==> config.mk <==
export PLATFORM = sky130hd
export DESIGN_NAME = pio_host_seq
export DESIGN_NICKNAME = d
export VERILOG_FILES = /design/src/rtl/pio_pkg.sv /design/src/rtl/pio_timing_lut.sv /design/src/rtl/pio_seq_fsm.sv /design/src/rtl/pio_host_seq.sv
export SDC_FILE = /design/constraint.sdc
export NUM_CORES = 1
export LEC_CHECK = 0
export CORE_ASPECT_RATIO = 1.2
export CORE_MARGIN = 5
export CORE_UTILIZATION = 41
export DETAILED_ROUTE_END_ITERATION = 12
export PLACE_DENSITY = 0.67
export SLEW_MARGIN = 20
export SYNTH_ARGS = -nofsm -noshare
export SYNTH_HDL_FRONTEND = slang
export SYNTH_SLANG_ARGS = --single-unit
==> constraint.sdc <==
create_clock -name clk -period 8.9 [get_ports clk]
set_input_delay 2.225 -clock clk [delete_from_list [all_inputs] [get_ports clk]]
set_output_delay 2.225 -clock clk [all_outputs]
set_load 0.05 [all_outputs]
==> src/rtl/pio_pkg.sv <==
`timescale 1ns/1ps
package pio_pkg;
    localparam int TCW       = 16;
    localparam int NUM_MODES = 7;
    localparam int MODE_W    = 3;
    localparam int SEL_W     = 2;
    localparam int REG_W     = 3;
    localparam int ADDR_W    = SEL_W + REG_W;
    localparam int DATA_W    = 16;
    localparam int BYTE_W    = 8;
    localparam int NARROW_MAX_MODE = 2;

    typedef enum logic [1:0] {
        ST_IDLE,
        ST_SETUP,
        ST_STROBE,
        ST_RECOVER
    } pio_state_e;

    typedef struct packed {
        logic [TCW-1:0] setup;
        logic [TCW-1:0] pulse_w;
        logic [TCW-1:0] pulse_b;
        logic [TCW-1:0] recov;
        logic [TCW-1:0] cycle;
    } pio_timing_t;

    function automatic int setup_ns(input int m);
        case (m)
            0: return 70;
            1: return 50;
            2: return 30;
            3: return 30;
            4: return 25;
            5: return 15;
            default: return 10;
        endcase
    endfunction

    function automatic int word_ns(input int m);
        case (m)
            0: return 165;
            1: return 125;
            2: return 100;
            3: return 80;
            4: return 70;
            5: return 65;
            default: return 55;
        endcase
    endfunction

    function automatic int byte_ns(input int m);
        return (m <= NARROW_MAX_MODE) ? 290 : word_ns(m);
    endfunction

    function automatic int recov_ns(input int m);
        case (m)
            3: return 70;
            4: return 25;
            5: return 25;
            6: return 20;
            default: return 0;
        endcase
    endfunction

    function automatic int cycle_ns(input int m);
        case (m)
            0: return 600;
            1: return 383;
            2: return 240;
            3: return 180;
            4: return 120;
            5: return 100;
            default: return 80;
        endcase
    endfunction

    function automatic logic [TCW-1:0] ns_to_clk(input int ns, input int clk_ns);
        return TCW'((ns + clk_ns - 1) / clk_ns);
    endfunction

    function automatic pio_timing_t make_timing(input int m, input int clk_ns);
        pio_timing_t t;
        t.setup   = ns_to_clk(setup_ns(m), clk_ns);
        t.pulse_w = ns_to_clk(word_ns(m),  clk_ns);
        t.pulse_b = ns_to_clk(byte_ns(m),  clk_ns);
        t.recov   = ns_to_clk(recov_ns(m), clk_ns);
        t.cycle   = ns_to_clk(cycle_ns(m), clk_ns);
        return t;
    endfunction
endpackage

==> src/rtl/pio_timing_lut.sv <==
`timescale 1ns/1ps
module pio_timing_lut
    import pio_pkg::*;
#(
    parameter int CLK_NS = 10
) (
    input  logic [MODE_W-1:0] mode,
    output pio_timing_t       tim
);
    localparam int LUT_N = 2 ** MODE_W;

    pio_timing_t lut [LUT_N];

    for (genvar m = 0; m < LUT_N; m++) begin : g_mode
        localparam int MM = (m < NUM_MODES) ? m : NUM_MODES - 1;
        assign lut[m] = make_timing(MM, CLK_NS);
    end

    assign tim = lut[mode];
endmodule

==> src/rtl/pio_seq_fsm.sv <==
`timescale 1ns/1ps
module pio_seq_fsm
    import pio_pkg::*;
(
    input  logic                clk,
    input  logic                rst_n,
    input  logic                req_valid,
    input  logic                req_write,
    input  logic [ADDR_W-1:0]   req_addr,
    input  logic                req_byte,
    input  logic [DATA_W-1:0]   req_wdata,
    input  logic                mode_set,
    input  logic [MODE_W-1:0]   mode_val,
    input  pio_timing_t         tim,
    output logic [MODE_W-1:0]   xfer_mode,
    output logic                req_ready,
    output logic                done,
    output logic [DATA_W-1:0]   rdata,
    output logic [MODE_W-1:0]   active_mode,
    output logic [SEL_W-1:0]    ide_cs_n,
    output logic [REG_W-1:0]    ide_a,
    output logic                ide_rd_n,
    output logic                ide_wr_n,
    output logic [DATA_W-1:0]   ide_dout,
    output logic                ide_doe,
    input  logic [DATA_W-1:0]   ide_din,
    input  logic                ide_rdy,
    input  logic                ide_iocs16_n
);
    localparam int HI_W = DATA_W - BYTE_W;

    pio_state_e st_q, st_d;
    logic [TCW-1:0]    cnt_q, tot_q;
    logic [MODE_W-1:0] mode_q, xmode_q, mode_next;
    logic [ADDR_W-1:0] addr_q;
    logic              wr_q, byte_q, done_q;
    logic [DATA_W-1:0] wdata_q, rdata_q;
    logic              busy, narrow, setup_met, pulse_met, rec_met;
    logic [TCW-1:0]    pulse_need;

    assign mode_next  = (mode_set && (mode_val < MODE_W'(NUM_MODES))) ? mode_val : mode_q;
    assign narrow     = byte_q || ((xmode_q <= MODE_W'(NARROW_MAX_MODE)) && ide_iocs16_n);
    assign pulse_need = narrow ? tim.pulse_b : tim.pulse_w;
    assign setup_met  = cnt_q >= tim.setup;
    assign pulse_met  = cnt_q >= pulse_need;
    assign rec_met    = (cnt_q >= tim.recov) && (tot_q >= tim.cycle);

    // next-state decision
    always_comb begin
        st_d = st_q;
        unique case (st_q)
            ST_IDLE:    if (req_valid)             st_d = ST_SETUP;
            ST_SETUP:   if (setup_met)             st_d = ST_STROBE;
            ST_STROBE:  if (pulse_met && ide_rdy)  st_d = ST_RECOVER;
            ST_RECOVER: if (rec_met)               st_d = ST_IDLE;
        endcase
    end

    // state register
    always_ff @(posedge clk or negedge rst_n) begin
        if (!rst_n) st_q <= ST_IDLE;
        else        st_q <= st_d;
    end

    // counters and captured request
    always_ff @(posedge clk or negedge rst_n) begin
        if (!rst_n) begin
            cnt_q   <= '0;
            tot_q   <= '0;
            mode_q  <= '0;
            xmode_q <= '0;
            addr_q  <= '0;
            wr_q    <= 1'b0;
            byte_q  <= 1'b0;
            wdata_q <= '0;
            rdata_q <= '0;
            done_q  <= 1'b0;
        end else begin
            if (st_q != st_d)        cnt_q <= TCW'(1);
            else if (cnt_q != '1)    cnt_q <= cnt_q + TCW'(1);

            if (st_q == ST_IDLE)     tot_q <= TCW'(1);
            else if (tot_q != '1)    tot_q <= tot_q + TCW'(1);

            if (st_q == ST_IDLE) begin
                mode_q <= mode_next;
                if (req_valid) begin
                    xmode_q <= mode_next;
                    addr_q  <= req_addr;
                    wr_q    <= req_write;
                    byte_q  <= req_byte;
                    wdata_q <= req_byte ? {{HI_W{1'b0}}, req_wdata[BYTE_W-1:0]} : req_wdata;
                end
            end

            if (st_q == ST_STROBE && st_d == ST_RECOVER && !wr_q)
                rdata_q <= narrow ? {{HI_W{1'b0}}, ide_din[BYTE_W-1:0]} : ide_din;

            done_q <= (st_q == ST_RECOVER) && (st_d == ST_IDLE);
        end
    end

    // outputs
    always_comb begin
        busy        = (st_q != ST_IDLE);
        req_ready   = !busy;
        done        = done_q;
        rdata       = rdata_q;
        active_mode = mode_q;
        xfer_mode   = xmode_q;
        ide_cs_n    = busy ? ~addr_q[ADDR_W-1:REG_W] : '1;
        ide_a       = busy ? addr_q[REG_W-1:0] : '0;
        ide_rd_n    = !((st_q == ST_STROBE) && !wr_q);
        ide_wr_n    = !((st_q == ST_STROBE) && wr_q);
        ide_dout    = wdata_q;
        ide_doe     = wr_q && ((st_q == ST_SETUP) || (st_q == ST_STROBE) ||
                               ((st_q == ST_RECOVER) && (cnt_q == TCW'(1))));
    end

    a_r2_addr_held: assert property (@(posedge clk) disable iff (!rst_n)
        (busy && $past(busy)) |-> ($stable(ide_a) && $stable(ide_cs_n)));

    a_r5_rdy_stretches: assert property (@(posedge clk) disable iff (!rst_n)
        (!ide_rd_n && !ide_rdy) |=> !ide_rd_n);

    a_r5_rdy_stretches_wr: assert property (@(posedge clk) disable iff (!rst_n)
        (!ide_wr_n && !ide_rdy) |=> !ide_wr_n);

    a_r7_cycle_min: assert property (@(posedge clk) disable iff (!rst_n)
        $fell(busy) |-> ($past(tot_q) >= $past(tim.cycle)));

    a_r8_done_single: assert property (@(posedge clk) disable iff (!rst_n)
        done |=> !done);

    a_r9_oe_with_wr: assert property (@(posedge clk) disable iff (!rst_n)
        !ide_wr_n |-> ide_doe);

    a_r10_mode_frozen: assert property (@(posedge clk) disable iff (!rst_n)
        (busy && $past(busy)) |-> $stable(active_mode));
endmodule

==> src/rtl/pio_host_seq.sv <==
`timescale 1ns/1ps
module pio_host_seq
    import pio_pkg::*;
#(
    parameter int CLK_NS = 10
) (
    input  logic                clk,
    input  logic                rst_n,
    input  logic                req_valid,
    input  logic                req_write,
    input  logic [ADDR_W-1:0]   req_addr,
    input  logic                req_byte,
    input  logic [DATA_W-1:0]   req_wdata,
    input  logic                mode_set,
    input  logic [MODE_W-1:0]   mode_val,
    output logic                req_ready,
    output logic                done,
    output logic [DATA_W-1:0]   rdata,
    output logic [MODE_W-1:0]   active_mode,
    output logic [SEL_W-1:0]    ide_cs_n,
    output logic [REG_W-1:0]    ide_a,
    output logic                ide_rd_n,
    output logic                ide_wr_n,
    output logic [DATA_W-1:0]   ide_dout,
    output logic                ide_doe,
    input  logic [DATA_W-1:0]   ide_din,
    input  logic                ide_rdy,
    input  logic                ide_iocs16_n
);
    pio_timing_t       tim;
    logic [MODE_W-1:0] xfer_mode;

    pio_timing_lut #(.CLK_NS(CLK_NS)) u_lut (
        .mode (xfer_mode),
        .tim  (tim)
    );

    pio_seq_fsm u_fsm (
        .clk          (clk),
        .rst_n        (rst_n),
        .req_valid    (req_valid),
        .req_write    (req_write),
        .req_addr     (req_addr),
        .req_byte     (req_byte),
        .req_wdata    (req_wdata),
        .mode_set     (mode_set),
        .mode_val     (mode_val),
        .tim          (tim),
        .xfer_mode    (xfer_mode),
        .req_ready    (req_ready),
        .done         (done),
        .rdata        (rdata),
        .active_mode  (active_mode),
        .ide_cs_n     (ide_cs_n),
        .ide_a        (ide_a),
        .ide_rd_n     (ide_rd_n),
        .ide_wr_n     (ide_wr_n),
        .ide_dout     (ide_dout),
        .ide_doe      (ide_doe),
        .ide_din      (ide_din),
        .ide_rdy      (ide_rdy),
        .ide_iocs16_n (ide_iocs16_n)
    );
endmodule

# Word-level counts from Yosys, hierarchy flattened
# Memories as Yosys holds them, arrays and structs flattened.
# Index checks and enable logic that the tools add are counted.
# word_totals
mem_count,1
mem_bits_ro,640
word_cells,72
ff_bits,80
out_inout_bits,45
# op_classes
muxes,17
n_lt_le_gt_ge,7
n_eq_ne,8
n_bitwise,2
n_reduce_logical,24
addsub,2
# memory_table
name,words,word_bits,rd,rd_clocked_by_memory_dff,write_ports,line,rtl
(no name shown),8,80,1,0,0,pio_timing_lut.sv:19,assign tim = lut[mode];
# ops
cell,n
$mux W80,2
$mux W16,7
$ge A16 B16 Y1,4
$add A16 B1 Y16 const B,2
$ne A16 B16 Y1 const B,2
$eq A16 B1 Y1 const B,1
$logic_and A1 B1 Y1,11
$mux W2,5
$pmux W2 S4,1
$eq A2 B2 Y1 const B,3
$mux W3,2
$reduce_bool A2 Y1,3
$ge A4 B4 Y1 const B,1
$logic_not A1 Y1,4
$logic_not A2 Y1,2
$not A3 Y4,1
$le A3 B2 Y1 const B,1
$logic_or A1 B1 Y1,3
$lt A3 B3 Y1 const B,1
$eq A2 B1 Y1 const B,1
$ne A2 B2 Y1,1
$not A2 Y2,1
$reduce_and A2 Y1,1

# Depth between registers and ports, before layout
# Gate-level depths: netlist of run 1.
# depth
word_depth,12
depth_mapped,15
ltp_nobuf,11

# Modules after synthesis
# Synthesis of run 1 repeated with hierarchy kept, for this count alone.
# hier_totals
hier_cells,662
hier_area_um2,6032.0
# modules_own_cells
module,cells_each,instances,area_each_um2
pio_seq_fsm,577,1,5441.5
pio_timing_lut,85,1,590.6

# Worst setup path before layout of run 1
# OpenSTA, ideal clock, no wires.
# synth_timing
path_kind,input port to flip-flop
from,input port ide_iocs16_n
to,register u_fsm.rdata_q[6] (netlist: u_fsm.rdata[6])
path_buffers,3
slack_ps,4117
arrival_ps,4658
path_stages,12
cell_sequence,a21oi_1 > clkbuf_1 > o31ai_1 > ha_1 > nand2b_1 > a2111oi_0 > o21bai_2 > nand3_1 > a221o_1 > buf_4 > buf_6 > mux2_4
# synth_between
elab_chain_cells,10
# synth_lines
element,line,rtl
start: declaration,pio_host_seq.sv:28,input logic ide_iocs16_n
$logic_and A1 B1 Y1,pio_seq_fsm.sv:42,assign narrow = byte_q || ((xmode_q <= MODE_W'(NARROW_MAX_MODE)) && ide_iocs16_n);
$logic_or A1 B1 Y1,pio_seq_fsm.sv:42,
$mux W16,pio_seq_fsm.sv:43,assign pulse_need = narrow ? tim.pulse_b : tim.pulse_w;
$ge A16 B16 Y1,pio_seq_fsm.sv:45,assign pulse_met = cnt_q >= pulse_need;
$logic_and A1 B1 Y1,pio_seq_fsm.sv:54,ST_STROBE: if (pulse_met && ide_rdy) st_d = ST_RECOVER;
$mux W2,pio_seq_fsm.sv:54,
$pmux W2 S4,pio_seq_fsm.sv:51,unique case (st_q)
$eq A2 B2 Y1,pio_seq_fsm.sv:96,if (st_q == ST_STROBE && st_d == ST_RECOVER && !wr_q)
$logic_and A1 B1 Y1 (2 in series),pio_seq_fsm.sv:96,
end signal: assignment,pio_seq_fsm.sv:97,"rdata_q <= narrow ? {{HI_W{1'b0}}, ide_din[BYTE_W-1:0]} : ide_din;"
end: declaration,pio_seq_fsm.sv:37,"logic [DATA_W-1:0] wdata_q, rdata_q;"
# No other way between the ends.
# A chain may end at the register's enable or synchronous reset.

# Worst setup path after layout of run 1
# layout_timing
from,input port ide_iocs16_n
to,register u_fsm.rdata_q[0] (netlist: u_fsm.rdata[0])
# The elaborated chain is that of the path after synthesis.

==> run metrics, run 1 <==
drt first pass iters 4; area of the mapped netlist between 4000 and 5000 sq um; P_leak ~2.5 nW; Max FO, Critical Path 16; Setup-failing EPs final 0; post-placement cell count ~640; largest net degree at the start of global routing 81; Synth Area in Simple Gates 0.208; clock tree buffer depth 2; Peak VDD IR between 0.0002 and 0.00025 V; async set or reset register ratio after synthesis 1.00; Clock power frac 0.173; nets about 590; CTS Hold Bufs 0; ant diodes 0; # fillers between 900 and 1000; number of buffers added on ports 92; Buf/Inv on CP 1; clk root buf clkbuf_16; final period utilization 0.641; DRC 0; Post-synth EDFFs 0; # resized after CTS 0; reg2reg path depth 10; RePlAce Congestion 0.845; Critical Setup Path Class in2reg; DR vias/cell about 5.3; met2 usage 0.274; Finished Layout Cells between 600 and 700; unrepaired setup endpoints after global routing no; Routed Antenna Nets 0; Initial Util 0.419; number of synthesized register bits 80; largest family of logic cells by synthesized area simple AND/OR/NAND/NOR gates; clk sinks 80; setup TNS 0 ps; CTS H-tree lvls 3; yosys warns 0; Slowest cell on crit path a21oi_1; first-pass GRT wire length between 15000 and 20000 um; cell family with most CP delay compound AO/OA/AOI/OAI gates; Synth Area in Adders 0.0686; dpl hpwl around 7300 um; combinational share of power 0.540; CP Data Arrival Time 5930 ps; initial antenna violation count 0; status finished, final reports clean; reg2reg setup slack 4690 ps; Min-Delay Path Class reg2reg; layout cells sized above 1 0.118; fin crit period approximately 5700 ps; met3 Track Usage GR 0.0371; power per standard cell area around 370 nW/um^2; area share of xor/xnor cells in the synthesized design 0.0440; CTS tree done; hold_sp u_fsm.ide_dout[9]$_DFFE_PN0P_; Slew Viols, Final 0; number of global-route vias before repair between 3000 and 4000; critical path capture point type flop; P_int 1.12 mW; net switching power figure roughly 960 uW; Register Area 2000 sq um; die area roughly 13000 sq um; Unique masters post-synth 52; First DRT Iteration DRCs 86; most used routing layer in global routing met2; Tot GR Track Use 0.159; cells after synthesis between 400 and 500; final hold vios 0; register share of total power 0.287; Routed Wire Length approximately 10000 um; compound-gate portion of the synthesized area 0.0965; DIE WIDTH 104 um; Reg-to-Reg Start u_fsm.xfer_mode[1]$_DFFE_PN0P_; vias between 3000 and 4000; die height 123 um; I/O pin count 93; r2r endpoint u_fsm.rdata[0]$_DFFE_PN0P_; met1 GRT Util 0.186; crit path launch type input port; postcts setup bufs 0; Max-Slew Margin vs Limit 0.363; hold depth 2; Data required, critical path 9120 ps; WL/cell 15.3 um; crit-path max cell delay between 700 and 800 ps; Worst Clk Skew between 6 and 7 ps; Max Clock Freq 0.175 GHz; row count between 40 and 50; Worst-Margin Slew approximately 960 ps; Net Sw Frac 0.462; Syn Nets 502; syn_area_per_cell around 10 sq um; sequential share of the synthesized area 0.457; mux contribution to synthesized area 0.0911; Area Overhead vs Synth 30.0%; GRT overflow 0; CTS buffer count 9; WHS Endpoint u_fsm.ide_dout[9]$_DFFE_PN0P_; Max Cap Viol 0; main flop type after synthesis dfrtp_1; multi-input logic area 2220 sq um; Core ar. around 10000 sq um; worst skew pair latency 340 ps; worst path cell trace clkdlybuf4s50_1 -> a21oi_1 -> o31ai_1 -> ha_1 -> nand2b_1 -> a2111oi_0 -> o21bai_2 -> nand3_1 -> a221o_1 -> mux2_2; CTS clock-pin slew for the worst setup and hold paths ~60 ps
sequential cells by signal, summed over array words and instances, names as in the netlist, 2 cells and up:
signal	flops
u_fsm.xfer_mode	3
u_fsm.tot_q	16
u_fsm.cnt_q	16
u_fsm.rdata	16
u_fsm.ide_dout	16
u_fsm.st_q	2
u_fsm.addr_q	5
u_fsm.active_mode	3
worst max-delay path by stage:
| stage | slack (ps) | startpoint | cells after the start | to |
|---|---|---|---|---|
| after CTS | 3160 | ide_iocs16_n | 10 | u_fsm.rdata[0]$_DFFE_PN0P_ |
| after floorplan | 4120 | ide_iocs16_n | 12 | u_fsm.rdata[6]$_DFFE_PN0P_ |
| after detailed placement | 2840 | ide_iocs16_n | 10 | u_fsm.rdata[0]$_DFFE_PN0P_ |
| after global placement | 3000 | ide_iocs16_n | 10 | u_fsm.rdata[2]$_DFFE_PN0P_ |
| final | 3200 | ide_iocs16_n | 10 | u_fsm.rdata[0]$_DFFE_PN0P_ |
| after global routing | 2860 | ide_iocs16_n | 10 | u_fsm.rdata[0]$_DFFE_PN0P_ |
cell usage in the layout, fill, tap and decap left out, types with 2 or more instances in the layout:
cell	n
nand2b_1	16
clkbuf_16	9
clkinv_2	2
nor2_2	9
a2111oi_0	2
a31oi_1	5
ha_1	24
clkdlybuf4s50_1	91
buf_4	2
or2_2	3
and3_1	5
nor2_1	34
nand3_1	16
mux2_2	23
mux2_4	2
clkbuf_1	2
nor4_1	2
xor2_1	15
o22ai_1	2
nand4_1	10
a211oi_1	4
nand2_1	43
xnor2_1	7
nor3_1	8
nor4_4	2
o21ai_0	21
inv_1	21
o21a_1	2
a21oi_1	12
dfrtp_1	80
nor3b_1	4
nor2b_1	7
mux2i_1	11
and4_1	5
stage by stage:
step / area, sq um / hold slack [ps] / power, mW / util / worst slack, ps
finish: 5690 / 488 / 2.09 / 0.544 / 3200
global route: 5690 / 510 / 2.23 / 0.544 / 2860
CTS: 5690 / 489 / 2.11 / 0.544 / 3160
detailed placement: 5400 / 474 / 1.74 / 0.516 / 2840
global placement: 5400 / 463 / 1.72 / 0.516 / 3000
floorplan: 4380 / 471 / 1.39 / - / 4120
cell type report:
| type | count | area share |
|---|---|---|
| Inverter | 21 | 0.0138 |
| Multi-Input combinational cell | 314 | 0.391 |
| Tap cell | 129 | 0.0284 |
| Timing Repair Buffer | 94 | 0.165 |
| Sequential cell | 80 | 0.352 |
| Clock buffer | 11 | 0.0409 |
| Clock inverter | 5 | 0.00989 |
cells in the mapped netlist, drive strengths merged, types with 2 or more instances:
library cell  number  share of area
dfrtp             80           0.46
nor2              44          0.045
nand2             43          0.037
mux2              25          0.066
ha                24          0.069
inv               21          0.018
o21ai             21          0.024
nand2b            16          0.023
nand3             16          0.018
xor2              15          0.030
a21oi             12          0.014
clkbuf            12          0.010
mux2i             11          0.025
nand4             11          0.017
nor3               8         0.0091
nor2b              7          0.010
xnor2              7          0.014
a31oi              5         0.0071
and3               5         0.0071
and4               5          0.010
a211oi             4         0.0069
nor3b              4         0.0069
nor4               4          0.013
buf                3         0.0069
or2                3         0.0043
a2111oi            2         0.0040
o211ai             2         0.0066
o21a               2         0.0034
o21bai             2         0.0043
o22ai              2         0.0029
tightest hold or removal path: cells and delay by family (launching register included):
kind | cells | cell delay (ps)
AND/OR/NAND/NOR | 1 | 40
flip-flops | 1 | 340
AO/OA/AOI/OAI | 1 | 60
power by group through the flow:
stage               clock network (mW)  registers (mW)  logic [mW]
floorplan                            0           0.858       0.535
finish                           0.361           0.599        1.13
detailed placement                   0           0.605        1.14
global placement                     0           0.598        1.12
global route                     0.390           0.618        1.23
CTS                              0.371           0.599        1.14
metal layers:
metal / vias up / share of wire
met3: 20 / 0.047
met5: - / 0
met2: 82 / 0.51
met4: 0 / 0.025
met1: 1655 / 0.42
li1: 1685 / -
logic make-up after synthesis:
family	after synthesis
mux	36
fa+ha+maj	24
simple gates	170
flops	80
xor+xnor	22
buf+inv	36
compound gates	62
(Power assumes the default switching activity.)
==> inputs of run 2 (changes only) <==
PLACE_DENSITY = 0.69   (was 0.67)
clock period = 4.6 ns   (was 8.9 ns; I/O delays follow)
==> run 2 against run 1 <==
Non-clock buffer count up 3. Register-to-register slack lost 3500 ps. Total power increased by 95%. Count of clock-buffer cells in the layout decreased by 2. Utilization is 0.35 points higher. Cell count increased by 0.46%. Hold slack got worse by 6.4 ps. Highest routed layer unchanged.
==> run metrics, run 2 (same netlist as run 1, synthesis figures left out) <==
clk root buf clkbuf_16 (unchanged); Min-Delay Path Class reg2reg (unchanged); CTS clock-pin slew for the worst setup and hold paths 60 ps (about the same); worst path cell trace clkdlybuf4s50_1 -> a21oi_1 -> buf_4 -> a31oi_1 -> ha_1 -> a2111oi_0 -> o21bai_2 -> nand3_1 -> a221o_1 -> buf_4 -> mux2i_1 (was clkdlybuf4s50_1 -> a21oi_1 -> o31ai_1 -> ha_1 -> nand2b_1 -> a2111oi_0 -> o21bai_2 -> nand3_1 -> a221o_1 -> mux2_2); most common cell after layout, fill and taps aside clkdlybuf4s50_1 (unchanged); Max FO, Critical Path 12 (was 16); Worst-Margin Slew 724 ps (was 956 ps); register share of total power 0.283 (was 0.287); P_int 2.19 mW (was 1.12 mW); Buf/Inv on CP 3 (was 1); final non-filler cell area 5730 sq um (was 5690 sq um); Max Cap Viol 0 (unchanged); number of cells on the critical path 11 (was 10); DIE WIDTH 104 um (unchanged); Routed Wire Length 10100 um (was 10000 um); CTS H-tree lvls 3 (unchanged); ant diodes 0 (unchanged); Finished Layout Cells 657 (was 654); CP Data Arrival Time 4130 ps (was 5930 ps); Tot GR Track Use 0.160 (was 0.159); I/O pin count 93 (unchanged); Clock power frac 0.176 (was 0.173); postcts setup bufs 0 (unchanged); Worst Clk Skew 6.70 ps (was 6.78 ps); status finished, final reports clean (unchanged); net switching power figure 1.88 mW (was 964 uW); setup TNS 0 ps (unchanged); fin crit period between 3000 and 4000 ps; Area Overhead vs Synth 30.8% (was 30.0%); number of global-route vias before repair 3568 (was 3600); r2r endpoint u_fsm.rdata[11]$_DFFE_PN0P_ (was u_fsm.rdata[0]$_DFFE_PN0P_); clk sinks 80 (unchanged); dpl hpwl 7440 um (was 7300 um); DR vias/cell 5.21 (was 5.26); Critical Setup Path Class in2reg (unchanged); Reg-to-Reg Start u_fsm.xfer_mode[1]$_DFFE_PN0P_ (unchanged); Routed Antenna Nets 0 (unchanged); Initial Util 0.419 (unchanged); clock tree buffer depth 2 (unchanged); worst skew pair latency 340 ps (about the same); most frequent cells in the layout clkdlybuf4s50_1 (91), dfrtp_1 (80), nand2_1 (43), nor2_1 (34), ha_1 (24) (unchanged); CP most frequent cell buf_4; unrepaired setup endpoints after global routing no (unchanged); Core ar. 10500 sq um (unchanged); post-placement cell count 641 (was 638); vias 3424 (was 3442); DRC 0 (unchanged); Data required, critical path 4860 ps (was 9120 ps); Max-Slew Margin vs Limit 0.518 (was 0.363); placed inst area 5420 sq um (was 5400 sq um); first-pass GRT wire length 16800 um (about the same); Net Sw Frac 0.462 (about the same); WL/cell 15.3 um (about the same); timing endpoint of the critical path u_fsm.rdata[11]$_DFFE_PN0P_ (was u_fsm.rdata[0]$_DFFE_PN0P_); critical path capture point type flop (unchanged); Setup-failing EPs final 0 (unchanged); die area 12900 sq um (unchanged); number of buffers added on ports 92 (unchanged); final period utilization 0.841; Slew Viols, Final 0 (unchanged); CTS tree done (unchanged); combinational share of power 0.541 (was 0.540); minimum hold slack 481 ps (was 488 ps); cell family with most CP delay compound AO/OA/AOI/OAI gates (unchanged); reg2reg setup slack 1210 ps (was 4690 ps); drt first pass iters 4 (unchanged); initial antenna violation count 0 (unchanged); CTS buffer count 9 (unchanged); crit-path max cell delay 520 ps (was 730 ps); CTS Hold Bufs 0 (unchanged); nets 595 (was 592); Max Clock Freq 0.258 GHz; RePlAce Congestion 0.836 (was 0.845); # resized after CTS 0 (unchanged); Worst Setup SP ide_iocs16_n (unchanged); crit path launch type input port (unchanged); layout cells sized above 1 0.127 (was 0.118); First DRT Iteration DRCs 110 (was 86); P_leak 2.52 nW (was 2.49 nW); die height 123 um (unchanged); Peak VDD IR 0.000339 V (was 0.000240 V); reg2reg path depth 11 (was 10); GRT overflow 0 (unchanged); final hold vios 0 (unchanged); Slowest cell on crit path a2111oi_0 (was a21oi_1); row count 41 (unchanged); power per standard cell area 712 nW/um^2 (was 367 nW/um^2); largest net degree at the start of global routing 81 (unchanged)
-- run 2: cell type report --
class / instances / area (sq um)
clock inverter: 7 / 77.6
clock buffer: 9 / 225
tap: 129 / 161
timing repair buffer: 97 / 960
sequential: 80 / 2000
multi-input combinational: 314 / 2220
fill: 954 / 4740
inverter: 21 / 78.8
-- run 2: metal layers --
metal / vias up / wire, um / track usage
met5: - / 0 / 0
met4: 0 / 204 / 0.0615
met3: 15 / 479 / 0.0465
met2: 76 / 5230 / 0.287
met1: 1647 / 4140 / 0.179
li1: 1686 / - / -
-- run 2: power by group through the flow --
stage,sequential [mW],combinational [mW],clock (mW)
floorplan,1.66,1.04,0
global placement,1.16,2.17,0
detailed placement,1.17,2.22,0
CTS,1.16,2.23,0.741
global route,1.19,2.38,0.769
finish,1.15,2.21,0.719
-- run 2: worst reg2reg max path: stages, from the launching register on --
cell and delay (ps):
dfrtp_1 540, a21oi_1 150, a21oi_1 210, buf_4 210, a31oi_1 130, ha_1 310
a2111oi_0 520, o21bai_2 170, nand3_1 130, a221o_1 490, buf_4 260, mux2i_1 200
-- run 2: worst min path at each step --
stage / cells past startpoint / endpoint / from / slack (ps)
floorplan: 1 / u_fsm.addr_q[0]$_DFFE_PN0P_ / u_fsm.addr_q[0]$_DFFE_PN0P_ / 470
global placement: 2 / u_fsm.ide_dout[15]$_DFFE_PN0P_ / u_fsm.ide_dout[15]$_DFFE_PN0P_ / 470
global route: 1 / u_fsm.rdata[5]$_DFFE_PN0P_ / u_fsm.rdata[5]$_DFFE_PN0P_ / 510
detailed placement: 2 / u_fsm.ide_dout[9]$_DFFE_PN0P_ / u_fsm.ide_dout[9]$_DFFE_PN0P_ / 470
finish: 2 / u_fsm.ide_dout[9]$_DFFE_PN0P_ / u_fsm.ide_dout[9]$_DFFE_PN0P_ / 480
CTS: 2 / u_fsm.ide_dout[9]$_DFFE_PN0P_ / u_fsm.ide_dout[9]$_DFFE_PN0P_ / 490
-- run 2: stage by stage --
| stage | util | power (mW) | setup WS [ps] |
|---|---|---|---|
| after floorplan | - | 2.70 | 892 |
| after CTS | 0.547 | 4.13 | 701 |
| after detailed placement | 0.518 | 3.39 | 395 |
| final | 0.547 | 4.08 | 729 |
| after global routing | 0.547 | 4.34 | 509 |
| after global placement | 0.518 | 3.33 | 529 |
==> inputs of run 3 (changes only) <==
PLACE_DENSITY = 0.67   (was 0.69)
clock period = 3.7 ns   (was 4.6 ns; I/O delays follow)
==> run 3 against run 2 <==
Sequential cell count stayed put. Cell count is 0.30% higher. Non-clock buffer count is 2 higher. Clock skew is 1.8 ps lower. Critical endpoint is now u_fsm.rdata[5]$_DFFE_PN0P_. Highest routed layer unchanged.
==> run metrics, run 3 (same netlist as run 1, synthesis figures left out) <==
Max Cap Viol 0 (unchanged); register share of total power 0.287 (was 0.283); Tot GR Track Use 0.163 (was 0.160); power per standard cell area 876 nW/um^2 (was 712 nW/um^2); Worst Setup SP ide_iocs16_n (unchanged); Worst Clk Skew 4.95 ps (was 6.70 ps); crit path launch type input port (unchanged); fin crit period roughly 3500 ps; Core ar. 10500 sq um (unchanged); CP Data Arrival Time 3690 ps (was 4130 ps); Data required, critical path 3930 ps (was 4860 ps); final hold vios 0 (unchanged); P_int 2.66 mW (was 2.19 mW); first-pass GRT wire length 17000 um (was 16800 um); die height 123 um (unchanged); DRC 0 (unchanged); P_leak 2.54 nW (was 2.52 nW); critical path capture point type flop (unchanged); Max-Slew Margin vs Limit 0.512 (was 0.518); reg2reg setup slack 480 ps (was 1210 ps); multi-input logic area 2220 sq um (unchanged); Register Area 2000 sq um (unchanged); initial antenna violation count 0 (unchanged); row count 41 (unchanged); number of buffers added on ports 92 (unchanged); dpl hpwl 7320 um (was 7440 um); most frequent cells in the layout clkdlybuf4s50_1 (87), dfrtp_1 (80), nand2_1 (43), nor2_1 (34), ha_1 (24) (was clkdlybuf4s50_1 (91), dfrtp_1 (80), nand2_1 (43), nor2_1 (34), ha_1 (24)); Min-Delay Path Class reg2reg (unchanged); Max Clock Freq between 0.2 and 0.3 GHz; Routed Antenna Nets 0 (unchanged); Buf/Inv on CP 2 (was 3); most common cell after layout, fill and taps aside clkdlybuf4s50_1 (unchanged); unrepaired setup endpoints after global routing no (unchanged); Routed Wire Length 9950 um (was 10100 um); net switching power figure 2.36 mW (was 1.88 mW); DR vias/cell 5.24 (was 5.21); final period utilization 0.938; drt first pass iters 4 (unchanged); reg2reg path depth 11 (unchanged); # fillers 966 (was 954); ant diodes 0 (unchanged); Net Sw Frac 0.470 (was 0.462); cell family with most CP delay compound AO/OA/AOI/OAI gates (unchanged); Setup Slack @ Placement -68.2 ps (was 395 ps); Setup WS post-layout 231 ps (was 729 ps); CTS H-tree lvls 3 (unchanged); RePlAce Congestion 0.843 (was 0.836); First DRT Iteration DRCs 112 (was 110); Clock power frac 0.166 (was 0.176); GRT overflow 0 (unchanged); WL/cell 15.1 um (was 15.3 um); Max FO, Critical Path 12 (unchanged); minimum hold slack 479 ps (was 481 ps); Area Overhead vs Synth 30.8% (unchanged); WHS Endpoint u_fsm.ide_dout[12]$_DFFE_PN0P_ (was u_fsm.ide_dout[9]$_DFFE_PN0P_); hold_sp u_fsm.ide_dout[12]$_DFFE_PN0P_ (was u_fsm.ide_dout[9]$_DFFE_PN0P_); clk root buf clkbuf_16 (unchanged); Slowest cell on crit path a2111oi_0 (unchanged); Reg-to-Reg Start u_fsm.xfer_mode[1]$_DFFE_PN0P_ (unchanged); clock tree buffer depth 2 (unchanged); nets 597 (was 595); Critical Setup Path Class in2reg (unchanged); DIE WIDTH 104 um (unchanged); die area 12900 sq um (unchanged); combinational share of power 0.547 (was 0.541); status finished, final reports clean (unchanged); CTS clock-pin slew for the worst setup and hold paths 60 ps (about the same); Slew Viols, Final 0 (unchanged); worst path cell trace clkdlybuf4s50_1 -> a21oi_1 -> o31ai_1 -> ha_1 -> nand2b_1 -> a2111oi_0 -> o21bai_2 -> nand3_1 -> a221o_1 -> buf_12 -> mux2_2 (was clkdlybuf4s50_1 -> a21oi_1 -> buf_4 -> a31oi_1 -> ha_1 -> a2111oi_0 -> o21bai_2 -> nand3_1 -> a221o_1 -> buf_4 -> mux2i_1); CTS tree done (unchanged); Peak VDD IR 0.000450 V (was 0.000339 V); CTS buffer count 9 (unchanged); Worst-Margin Slew 732 ps (was 724 ps); crit-path max cell delay 540 ps (was 520 ps); CTS Hold Bufs 0 (unchanged); layout cells sized above 1 0.136 (was 0.127); vias 3451 (was 3424); Initial Util 0.419 (unchanged); hold depth 2 (unchanged); number of global-route vias before repair 3530 (was 3568); Tot Pwr 5.02 mW (was 4.08 mW); largest net degree at the start of global routing 81 (unchanged); r2r endpoint u_fsm.rdata[5]$_DFFE_PN0P_ (was u_fsm.rdata[11]$_DFFE_PN0P_); clk sinks 80 (unchanged); I/O pin count 93 (unchanged); Setup-failing EPs final 0 (unchanged); worst skew pair latency 340 ps (about the same)
## run 3: cell count changes in the layout (fill, tap and decap cells not counted), sizes merged
cell           delta
dlymetal6s2s      +1
bufinv            -1
clkdlybuf4s50     -4
clkinv            +1
buf               +5
## run 3: per-stage QoR
step	cell area, sq um	util	instances	setup TNS (ps)
after floorplan	4380	-	430	0
after global placement	5440	0.520	643	0
after detailed placement	5440	0.520	643	-555
after CTS	5720	0.547	659	0
after global routing	5730	0.547	659	0
final	5730	0.547	659	0
## run 3: worst max path at each step
stage	end	slack, ps	cells past startpoint
after global placement	u_fsm.rdata[2]$_DFFE_PN0P_	30	11
final	u_fsm.rdata[5]$_DFFE_PN0P_	230	11
after detailed placement	u_fsm.rdata[3]$_DFFE_PN0P_	-70	11
after CTS	ide_doe	50	6
after global routing	u_fsm.rdata[13]$_DFFE_PN0P_	20	12
after floorplan	u_fsm.rdata[6]$_DFFE_PN0P_	220	12
## run 3: power by group through the flow
stage	Sequential (mW)	Clock, mW	Combinational [mW]
finish	1.44	0.834	2.74
global route	1.49	0.904	2.98
CTS	1.44	0.857	2.79
detailed placement	1.46	0	2.76
global placement	1.44	0	2.71
floorplan	2.06	0	1.29
## run 3: timing repair
action | in CTS | in global routing
setup buffers | 0 | 0
endpoints found under the setup margin | 0 | 1
resized for setup | 0 | 1
## run 3: routing by layer
layer,part of all wire,up-vias,global-route usage
met2,0.52,66,0.277
met4,0.016,0,0.0672
met1,0.42,1681,0.195
met3,0.046,11,0.0460
li1,-,1693,-
met5,0,-,0
## run 3: area by class of cell
class | count | area share
clock buffers | 9 | 0.0393
clock inverters | 7 | 0.00961
multi-input cells | 314 | 0.388
flip-flops and latches | 80 | 0.349
inverters | 21 | 0.0138
well taps | 129 | 0.0282
repair buffers | 99 | 0.171
## run 3: tightest hold or removal path, delay by kind of cell (launching register included)
family | cells | cell delay [ps]
simple gates | 1 | 40
compound gates | 1 | 60
flops | 1 | 340
